File: src/rtl/slice_store_pkg.sv
package slice_store_pkg;

  typedef struct packed {
    logic latch;
    logic sync;
    logic clkinv;
    logic ce_used;
    logic sr_used;
  } slice_mode_t;

  // Value loaded on global init: meaning of the bit flips with the mode.
  function automatic logic init_value(input logic latch, input logic zini);
    return latch ? zini : ~zini;
  endfunction

endpackage

File: src/rtl/slice_clk_ctrl.sv
module slice_clk_ctrl
  import slice_store_pkg::*;
(
  input  logic        clk,
  input  logic        rst,
  input  slice_mode_t mode,
  input  logic        slice_clk,
  input  logic        slice_ce,
  input  logic        slice_sr,
  output logic        eff_rise,
  output logic        eff_level,
  output logic        ce_eff,
  output logic        sr_eff,
  output logic        sr_async
);

  logic invert;
  logic eff_prev;

  // Latch mode passes the gate when the invert bit is 1.
  assign invert    = mode.latch ? ~mode.clkinv : mode.clkinv;
  assign eff_level = slice_clk ^ invert;

  always_ff @(posedge clk) begin
    if (rst) eff_prev <= 1'b1;  // no spurious edge out of reset
    else     eff_prev <= eff_level;
  end

  assign eff_rise = eff_level & ~eff_prev;
  assign ce_eff   = mode.ce_used ? slice_ce : 1'b1;
  assign sr_eff   = mode.sr_used ? slice_sr : 1'b0;
  assign sr_async = mode.latch | ~mode.sync;

endmodule

File: src/rtl/slice_dsel.sv
module slice_dsel (
  input  logic [1:0] sel,
  input  logic       o5_in,
  input  logic       x_in,
  output logic       d_out
);

  always_comb begin
    case (sel)
      2'b01:   d_out = o5_in;
      2'b10:   d_out = x_in;
      default: d_out = 1'b0;  // none or both bits set
    endcase
  end

endmodule

File: src/rtl/slice_elem.sv
module slice_elem
  import slice_store_pkg::*;
#(
  parameter bit SECONDARY = 1'b0
) (
  input  logic        clk,
  input  logic        rst,
  input  slice_mode_t mode,
  input  logic        eff_rise,
  input  logic        eff_level,
  input  logic        ce_eff,
  input  logic        sr_eff,
  input  logic        sr_async,
  input  logic        ginit,
  input  logic        zini,
  input  logic        zrst,
  input  logic        d,
  output logic        q
);

  logic usable;
  logic sr_hit;

  assign usable = ~(SECONDARY && mode.latch);
  assign sr_hit = sr_eff & (sr_async | eff_rise);

  always_ff @(posedge clk) begin
    if (rst) begin
      q <= 1'b0;
    end else if (!usable) begin
      q <= 1'b0;
    end else if (ginit) begin
      q <= init_value(mode.latch, zini);
    end else if (sr_hit) begin
      q <= ~zrst;
    end else if (mode.latch) begin
      if (eff_level && ce_eff) q <= d;
    end else if (eff_rise && ce_eff) begin
      q <= d;
    end
  end

  // global init wins over everything else
  assert_init_load_R4: assert property (@(posedge clk) disable iff (rst)
    (usable && ginit) |=> q == init_value($past(mode.latch), $past(zini)));

  // asynchronous set/reset needs no slice-clock edge
  assert_async_sr_R6: assert property (@(posedge clk) disable iff (rst)
    (usable && !ginit && sr_eff && sr_async) |=> q == !$past(zrst));

  // flip-flop holds without an effective edge
  assert_ff_hold_R2: assert property (@(posedge clk) disable iff (rst)
    (usable && !ginit && !sr_eff && !mode.latch && !eff_rise) |=> q == $past(q));

endmodule

File: src/rtl/slice_store.sv
module slice_store
  import slice_store_pkg::*;
#(
  parameter int LANES = 4
) (
  input  logic               clk,
  input  logic               rst,
  input  logic               cfg_latch,
  input  logic               cfg_sync,
  input  logic               cfg_clkinv,
  input  logic               cfg_ce_used,
  input  logic               cfg_sr_used,
  input  logic [LANES-1:0]   cfg_zini_pri,
  input  logic [LANES-1:0]   cfg_zrst_pri,
  input  logic [LANES-1:0]   cfg_zini_sec,
  input  logic [LANES-1:0]   cfg_zrst_sec,
  input  logic [2*LANES-1:0] cfg_dsel_sec,
  input  logic               slice_clk,
  input  logic               slice_ce,
  input  logic               slice_sr,
  input  logic               ginit,
  input  logic [LANES-1:0]   d_pri,
  input  logic [LANES-1:0]   o5_sec,
  input  logic [LANES-1:0]   x_sec,
  output logic [LANES-1:0]   q_pri,
  output logic [LANES-1:0]   q_sec
);

  localparam int SEL_W = 2;

  slice_mode_t      mode;
  logic             eff_rise, eff_level, ce_eff, sr_eff, sr_async;
  logic [LANES-1:0] d_sec;

  assign mode = '{latch: cfg_latch, sync: cfg_sync, clkinv: cfg_clkinv,
                  ce_used: cfg_ce_used, sr_used: cfg_sr_used};

  slice_clk_ctrl u_clk (
    .clk(clk), .rst(rst), .mode(mode),
    .slice_clk(slice_clk), .slice_ce(slice_ce), .slice_sr(slice_sr),
    .eff_rise(eff_rise), .eff_level(eff_level),
    .ce_eff(ce_eff), .sr_eff(sr_eff), .sr_async(sr_async)
  );

  for (genvar i = 0; i < LANES; i++) begin : g_lane
    slice_dsel u_sel (
      .sel(cfg_dsel_sec[SEL_W*i +: SEL_W]),
      .o5_in(o5_sec[i]), .x_in(x_sec[i]), .d_out(d_sec[i])
    );

    slice_elem #(.SECONDARY(1'b0)) u_pri (
      .clk(clk), .rst(rst), .mode(mode),
      .eff_rise(eff_rise), .eff_level(eff_level), .ce_eff(ce_eff),
      .sr_eff(sr_eff), .sr_async(sr_async), .ginit(ginit),
      .zini(cfg_zini_pri[i]), .zrst(cfg_zrst_pri[i]),
      .d(d_pri[i]), .q(q_pri[i])
    );

    slice_elem #(.SECONDARY(1'b1)) u_sec (
      .clk(clk), .rst(rst), .mode(mode),
      .eff_rise(eff_rise), .eff_level(eff_level), .ce_eff(ce_eff),
      .sr_eff(sr_eff), .sr_async(sr_async), .ginit(ginit),
      .zini(cfg_zini_sec[i]), .zrst(cfg_zrst_sec[i]),
      .d(d_sec[i]), .q(q_sec[i])
    );
  end

  // secondaries read zero in latch mode
  assert_sec_unusable_R10: assert property (@(posedge clk) disable iff (rst)
    cfg_latch |=> q_sec == '0);

  // reset clears every output
  assert_reset_clear_R1: assert property (@(posedge clk)
    rst |=> (q_pri == '0 && q_sec == '0));

endmodule

File: config.mk
export PLATFORM = sky130hd
export DESIGN_NAME = slice_store
export DESIGN_NICKNAME = d
export VERILOG_FILES = /design/src/rtl/slice_store_pkg.sv /design/src/rtl/slice_clk_ctrl.sv /design/src/rtl/slice_dsel.sv /design/src/rtl/slice_elem.sv /design/src/rtl/slice_store.sv
export SDC_FILE = /design/constraint.sdc
export NUM_CORES = 1
export LEC_CHECK = 0
export ABC_AREA = 1
export CAP_MARGIN = 30
export CORE_ASPECT_RATIO = 0.5
export CORE_MARGIN = 8
export CORE_UTILIZATION = 43
export DETAILED_ROUTE_END_ITERATION = 7
export PLACE_DENSITY = 0.9
export REMOVE_ABC_BUFFERS = 1
export SYNTH_ARGS = -nofsm -noshare
export SYNTH_HDL_FRONTEND = slang
export SYNTH_HIERARCHICAL = 1
export SYNTH_SLANG_ARGS = --single-unit
File: constraint.sdc
create_clock -name clk -period 2 [get_ports clk]
set_input_delay 0.5 -clock clk [delete_from_list [all_inputs] [get_ports clk]]
set_output_delay 0.5 -clock clk [all_outputs]
set_load 0.01 [all_outputs]
# Word level (Yosys, flattened, before mapping)
# Cells that the tools add are included.
[op_classes]
add_sub_neg = 0
mul = 0
n_div = 0
order_cmp = 0
eq_ne = 9
shift = 0
mux = 43
bitwise_logic = 24
n_reduce_logical = 6
[ops]
columns = ["cell", "count"]
rows = [
  ["two-way mux 1 bit", 39],
  ["NOT 1 bit", 19],
  ["== test 2 x 1 -> 1 bit (second input constant)", 4],
  ["== test 2 bit (second input constant)", 4],
  ["one-hot mux 1 bit (2 select lines)", 4],
  ["!= test 4 x 1 -> 1 bit (second input constant)", 1],
  ["nonzero test 4 bit", 1],
  ["nonzero test 3 bit", 1],
  ["AND 1 bit", 2],
  ["logical AND 1 bit", 2],
  ["bitwise OR 1 bit", 2],
  ["AND reduction 2 bit", 1],
  ["OR reduction 2 bit", 1],
  ["bitwise XOR 1 bit", 1],
]
[word_totals]
register_bits = 9
latchBits = 0
mem_bits_rw = 0
mem_bits_ro = 0
inputBits = 47
out_inout_bits = 8
wordCells = 91
mem_count = 0

# Depth between registers and ports, before layout
[logic_depth]
ltp_word = 9
depth_mapped = 13
ltp_nobuf = 13

# Hierarchy
# The synthesis kept the hierarchy.
[by_module_without_submodules]
columns = ["mod", "instances", "cells_per_inst", "area_per_inst_um2", "seq_area_each_um2"]
rows = [
  ["slice_elem (g_lane[0].u_pri ...)", 4, 27, 143.9, 20.0],
  ["slice_elem (g_lane[0].u_sec ...)", 4, 23, 112.6, 20.0],
  ["slice_dsel", 4, 7, 48.8, 0.0],
  ["slice_clk_ctrl", 1, 19, 93.8, 20.0],
]

# Worst setup path before layout
# Ideal clock, no wire load.
[synth_path]
path_type = "input port to flip-flop"
start = "input port cfg_clkinv"
end = "register g_lane[0].u_pri.q"
setup_time_ns = 0.111
arrival_time_ns = 1.705
t_required_ns = 1.889
path_slack_ns = 0.183
stages = 13
path_buffers = 0
path_cell_list = "inv_1 > nand2_1 > nand2_1 > nand2_1 > nand2_2 > nor2_2 > inv_1 > nand2_1 > nand3_2 > nand2_1 > nand2_1 > nor2_1 > nor2_1"
[synth_between]
elab_chain_len = 8
word_cells_on_any_way = 13
cone_classes = "1 x eq/ne; 3 x mux; 5 x bitwise; 4 x reduce/logical"
[synth_rtl]
columns = ["element", "line_no", "rtl"]
rows = [
  ["from (decl)", "slice_store.sv:10", "input logic cfg_clkinv,"],
  ["NOT 1 bit", "slice_clk_ctrl.sv:21", "assign invert = mode.latch ? ~mode.clkinv : mode.clkinv;"],
  ["two-way mux 1 bit *", "slice_clk_ctrl.sv:21", ""],
  ["bitwise XOR 1 bit *", "slice_clk_ctrl.sv:22", "assign eff_level = slice_clk ^ invert;"],
  ["AND 1 bit *", "slice_clk_ctrl.sv:29", "assign eff_rise = eff_level & ~eff_prev;"],
  ["net eff_rise", "slice_store.sv:32", "logic eff_rise, eff_level, ce_eff, sr_eff, sr_async;"],
  ["bitwise OR 1 bit", "slice_elem.sv:25", "assign sr_hit = sr_eff & (sr_async | eff_rise);"],
  ["AND 1 bit", "slice_elem.sv:25", ""],
  ["!= test 4 x 1 -> 1 bit (no source line) (tied with other cells)", "-", ""],
  ["AND reduction 2 bit (no source line) or two-way mux 1 bit (tied branches)", "-", ""],
  ["to (signal assigned)", "slice_elem.sv:33", "q <= init_value(mode.latch, zini);"],
  ["to (signal assigned)", "slice_elem.sv:35", "q <= ~zrst;"],
  ["to (decl)", "slice_elem.sv:18", "output logic q"],
]
# The timed path passes the listed nets; every way through them passes the cells marked *.
# A chain may end at the register's enable or synchronous reset.

# Worst setup path in the final report
[layout_path]
start = "input port slice_sr"
end = "register g_lane[3].u_sec.q"
[layout_between]
elab_chain_len = 4
word_cells_on_any_way = 5
cone_classes = "3 x mux; 1 x bitwise; 1 x reduce/logical"
[layout_rtl]
columns = ["element", "line_no", "rtl"]
rows = [
  ["from (decl)", "slice_store.sv:20", "input logic slice_sr,"],
  ["two-way mux 1 bit *", "slice_clk_ctrl.sv:31", "assign sr_eff = mode.sr_used ? slice_sr : 1'b0;"],
  ["net sr_eff", "slice_store.sv:32", ""],
  ["AND 1 bit *", "slice_elem.sv:25", ""],
  ["two-way mux 1 bit", "slice_elem.sv:34", "end else if (sr_hit) begin"],
  ["two-way mux 1 bit", "slice_elem.sv:32", "end else if (ginit) begin"],
  ["to (signal assigned)", "slice_elem.sv:33", ""],
  ["to (signal assigned)", "slice_elem.sv:35", ""],
  ["to (decl)", "slice_elem.sv:18", ""],
]
# Marked as above.

==> metrics.log <==
INFO  metric antenna_violating_nets_post_route = 0
INFO  metric hold_viol_final = 0
INFO  metric power_frac_seq = about 25%
INFO  metric post_synth.cell_area_avg = ~5.3 um2
INFO  metric syn-instance-count = approximately 250
INFO  metric detailedRoute.firstPassIterationCount = 5
INFO  metric slew_headroom = between 70% and 80%
INFO  metric setup_violations = 0
INFO  metric cts.htree.levels = 1
INFO  metric cts-root-buf = sky130_fd_sc_hd__clkbuf_8
INFO  metric synthesis.area = between 0.001 and 0.0015 mm2
INFO  metric avgRoutedWirePerCell = approximately 12 um
INFO  metric cp.arrival = between 1500 and 2000 ps
INFO  metric pleak = around 1.2 nW
INFO  metric place_area = 0.00200 mm2
INFO  metric setup.worst_path.end_class = register
INFO  metric grt.busiest_layer = met2
INFO  metric synth_sequential_area_ratio = between 10% and 20%
INFO  metric layout.cell_area.non_filler = between 0.002 and 0.0025 mm2
INFO  metric clk_latency = approximately 230 ps
INFO  metric diodes = 0
INFO  metric post-layout-total-power = about 0.81 mW
INFO  metric share_comb_of_total_power = 48.3%
INFO  metric avgViaCountPerCell = roughly 4.7
INFO  metric netSwitchingFraction = between 30% and 40%
INFO  metric groute.usage.overall = between 10% and 20%
INFO  metric syn_to_final_growth = 59.6%
INFO  metric finish.net_count = about 370
INFO  metric hp-class = reg2reg
INFO  metric initial_antenna_violation_count = 0
INFO  metric startpoint_type = primary input
INFO  metric synth.mux.area_fraction = 0%
INFO  metric fmaxAchievable = between 500 and 600 MHz
INFO  metric initial_utilization = between 40 and 50%
INFO  metric clock_power_share = a little over a quarter
INFO  metric die-area = 0.00519 mm2
INFO  metric yosys.area_share.xor_xnor = under 10%
INFO  metric number_of_max_slew_violations_in_the_final_report = 0
INFO  metric run_status = complete, no violations
INFO  metric finalWeightedCongestion = between 0.8 and 0.9
INFO  metric total_number_of_vias = between 1,500 and 2,000
INFO  metric power.ir.vdd_worst = approximately 0.23 mV
INFO  metric dr.first_iter.drc_count = between 100 and 150
INFO  metric met1_usage = ~16%
INFO  metric timing.final.crit_share = around 86%
INFO  metric fill_cells = roughly 240
INFO  metric worstSetupPathType = in2reg
INFO  metric post_synth_and_or_nand_nor_area_fraction = between 50% and 60%
INFO  metric timing.critical_path.required = about 2200 ps
INFO  metric maximum_clock_skew_at_final_layout = slightly above 0.7 ps
INFO  metric clockBufferDepth = 2
INFO  metric tightest_slew = approximately 400 ps
INFO  metric critical-path-top-cell-by-count = sky130_fd_sc_hd__nor2_1
INFO  metric synth-compound-area-share = under 10%
INFO  metric synth.ff_latch_count = 9
INFO  metric power-per-cell-area = about 390 mW/mm2
INFO  metric groute.layer.met2.usage = between 30% and 40%
INFO  metric synth-adder-area-share = ~7.6%
INFO  metric groute.layer.met3.usage = 2.42%
INFO  metric ys_types = 13
INFO  metric drive_gt1_share = 15.5%
INFO  metric switchingPower = about 0.27 mW
INFO  metric cts.reportedPaths.clkPinSlew = 50 ps
INFO  metric cts.sinks = 9
INFO  metric critical_path.max_stage_delay = around 460 ps
INFO  metric grt_overflow_total = 0
INFO  metric grt_max_degree = 21
INFO  metric combinational_family_with_the_most_area_after_synthesis = simple AND/OR/NAND/NOR gates
INFO  metric yosysWarnings = 6
INFO  metric cts_buffers = 3
INFO  metric rsz0062_at_grt = no
INFO  metric critical_path.cell_chain = clkdlybuf4s50_1 > nand2_1 > inv_1 > buf_12 > inv_1 > nor2_1 > nor2_1 > nor2_1 > nand2_1 > a21oi_2
INFO  metric remaining_drc_errors = 0
INFO  metric setup_total_negative_slack = 0 ps
INFO  metric drv.max_cap_violation_count = 0
INFO  metric intPower = between 0.5 and 0.6 mW
INFO  metric core.rowCount = 14
INFO  metric crit_slowest_cell = sky130_fd_sc_hd__clkdlybuf4s50_1
INFO  metric grt_pass1_vias = 1,531
INFO  metric core_area = slightly below 0.003 mm2
INFO  metric timing.final.crit_period = ~1700 ps
INFO  metric die_w = approximately 94 um
INFO  metric routed_wl = 4.24 mm
INFO  metric cts_tree = done
INFO  metric io-pin-count = 55
INFO  metric post-dp-hpwl = slightly above 3 mm
INFO  metric postCtsHoldBufs = 0
INFO  metric die_height = around 55 um
INFO  metric port-buffer-count = 54
INFO  metric critical_path.max_fanout = 20
INFO  metric grt_pass1_wl = between 6 and 7 mm
cell type report:
| type | instances | area (um2) | share of cell area [%] |
|---|---|---|---|
| multi-input combinational | 171 | 888 | 42.3 |
| timing repair buffer | 66 | 683 | 32.6 |
| inverter | 67 | 251 | 12.0 |
| sequential | 9 | 180 | 8.59 |
| tap | 40 | 50.0 | 2.39 |
| clock buffer | 4 | 45.0 | 2.15 |
cell usage in the layout, fill, tap and decap left out, drive strengths merged:
cell / n
nand3: 17
xnor2: 4
clkdlybuf4s50: 51
nand2: 81
a21oi: 8
or2: 4
inv: 67
buf: 12
nor2: 45
nand3b: 4
dlymetal6s2s: 3
clkbuf: 4
dfxtp: 9
ha: 8
per-layer routing:
metal | wire length (um) | share of wire (%) | vias to the layer above
met5 | 0 | 0 | -
met2 | 2240 | 53 | 60
li1 | - | - | 848
met1 | 1720 | 41 | 748
met4 | 59 | 1.4 | 0
met3 | 218 | 5.1 | 11
final timing paths:
check	start	end	slack [ps]	cells after the start
setup / recovery	slice_sr	g_lane[3].u_sec/q$_SDFFE_PP0P_	280	10
hold / removal	g_lane[1].u_sec/q$_SDFFE_PP0P_	g_lane[1].u_sec/q$_SDFFE_PP0P_	480	2
setup reg to reg	u_clk/eff_prev$_SDFF_PP1_	g_lane[3].u_sec/q$_SDFFE_PP0P_	730	8
hold reg to reg	g_lane[1].u_sec/q$_SDFFE_PP0P_	g_lane[1].u_sec/q$_SDFFE_PP0P_	480	2
worst max-delay path: cells and delay by family:
family,cells,cell delay (ps)
buf+inv,4,770
simple gates,5,470
compound gates,1,150
synthesized netlist by cell type:
library cell | n | share of area (%)
sky130_fd_sc_hd__nand2_1 | 80 | 23
sky130_fd_sc_hd__inv_1 | 67 | 19
sky130_fd_sc_hd__nor2_1 | 28 | 8.0
sky130_fd_sc_hd__nor2_2 | 17 | 8.1
sky130_fd_sc_hd__nand3_1 | 13 | 4.9
sky130_fd_sc_hd__dfxtp_1 | 9 | 14
sky130_fd_sc_hd__a21oi_2 | 8 | 5.3
sky130_fd_sc_hd__ha_1 | 8 | 7.6
sky130_fd_sc_hd__nand3_2 | 4 | 3.0
sky130_fd_sc_hd__nand3b_1 | 4 | 2.3
sky130_fd_sc_hd__or2_2 | 4 | 1.9
sky130_fd_sc_hd__xnor2_1 | 4 | 2.7
sky130_fd_sc_hd__nand2_2 | 1 | 0.48
per-stage QoR:
step	utilization, %	setup WS, ps	std cells	hold slack, ps
finish	70.9	280	357	475
global route	70.9	204	357	496
CTS	69.0	33.9	354	474
detailed placement	67.5	-132	350	466
global placement	67.5	-75.5	350	458
floorplan	-	183	247	496
logic make-up (layout without fill, tap and decap cells):
group                    count (synthesis)  in the layout
AO/OA/AOI/OAI                            8              8
XOR/XNOR                                 4              4
adder cells (fa/ha/maj)                  8              8
buffers and inverters                   67            137
flip-flops                               9              9
AND/OR/NAND/NOR                        151            151
repair_timing:
item | 4_1_cts | 5_1_grt
hold endpoints to repair | 0 | 0
setup endpoints to repair | 0 | 7
setup buffers | 0 | 3
gates resized for setup | 0 | 6
sequential cells by signal (all words and copies together) (netlist names):
name            flops
g_lane.u_sec/q      4
g_lane.u_pri/q      4
u_clk/eff_prev      1
power by group through the flow:
stage | clock, mW | combinational (mW) | sequential (mW)
floorplan | 0 | 0.179 | 0.209
global placement | 0 | 0.357 | 0.203
detailed placement | 0 | 0.369 | 0.204
CTS | 0.223 | 0.373 | 0.201
global route | 0.229 | 0.430 | 0.203
finish | 0.217 | 0.391 | 0.202
(Power assumes the default switching activity.)
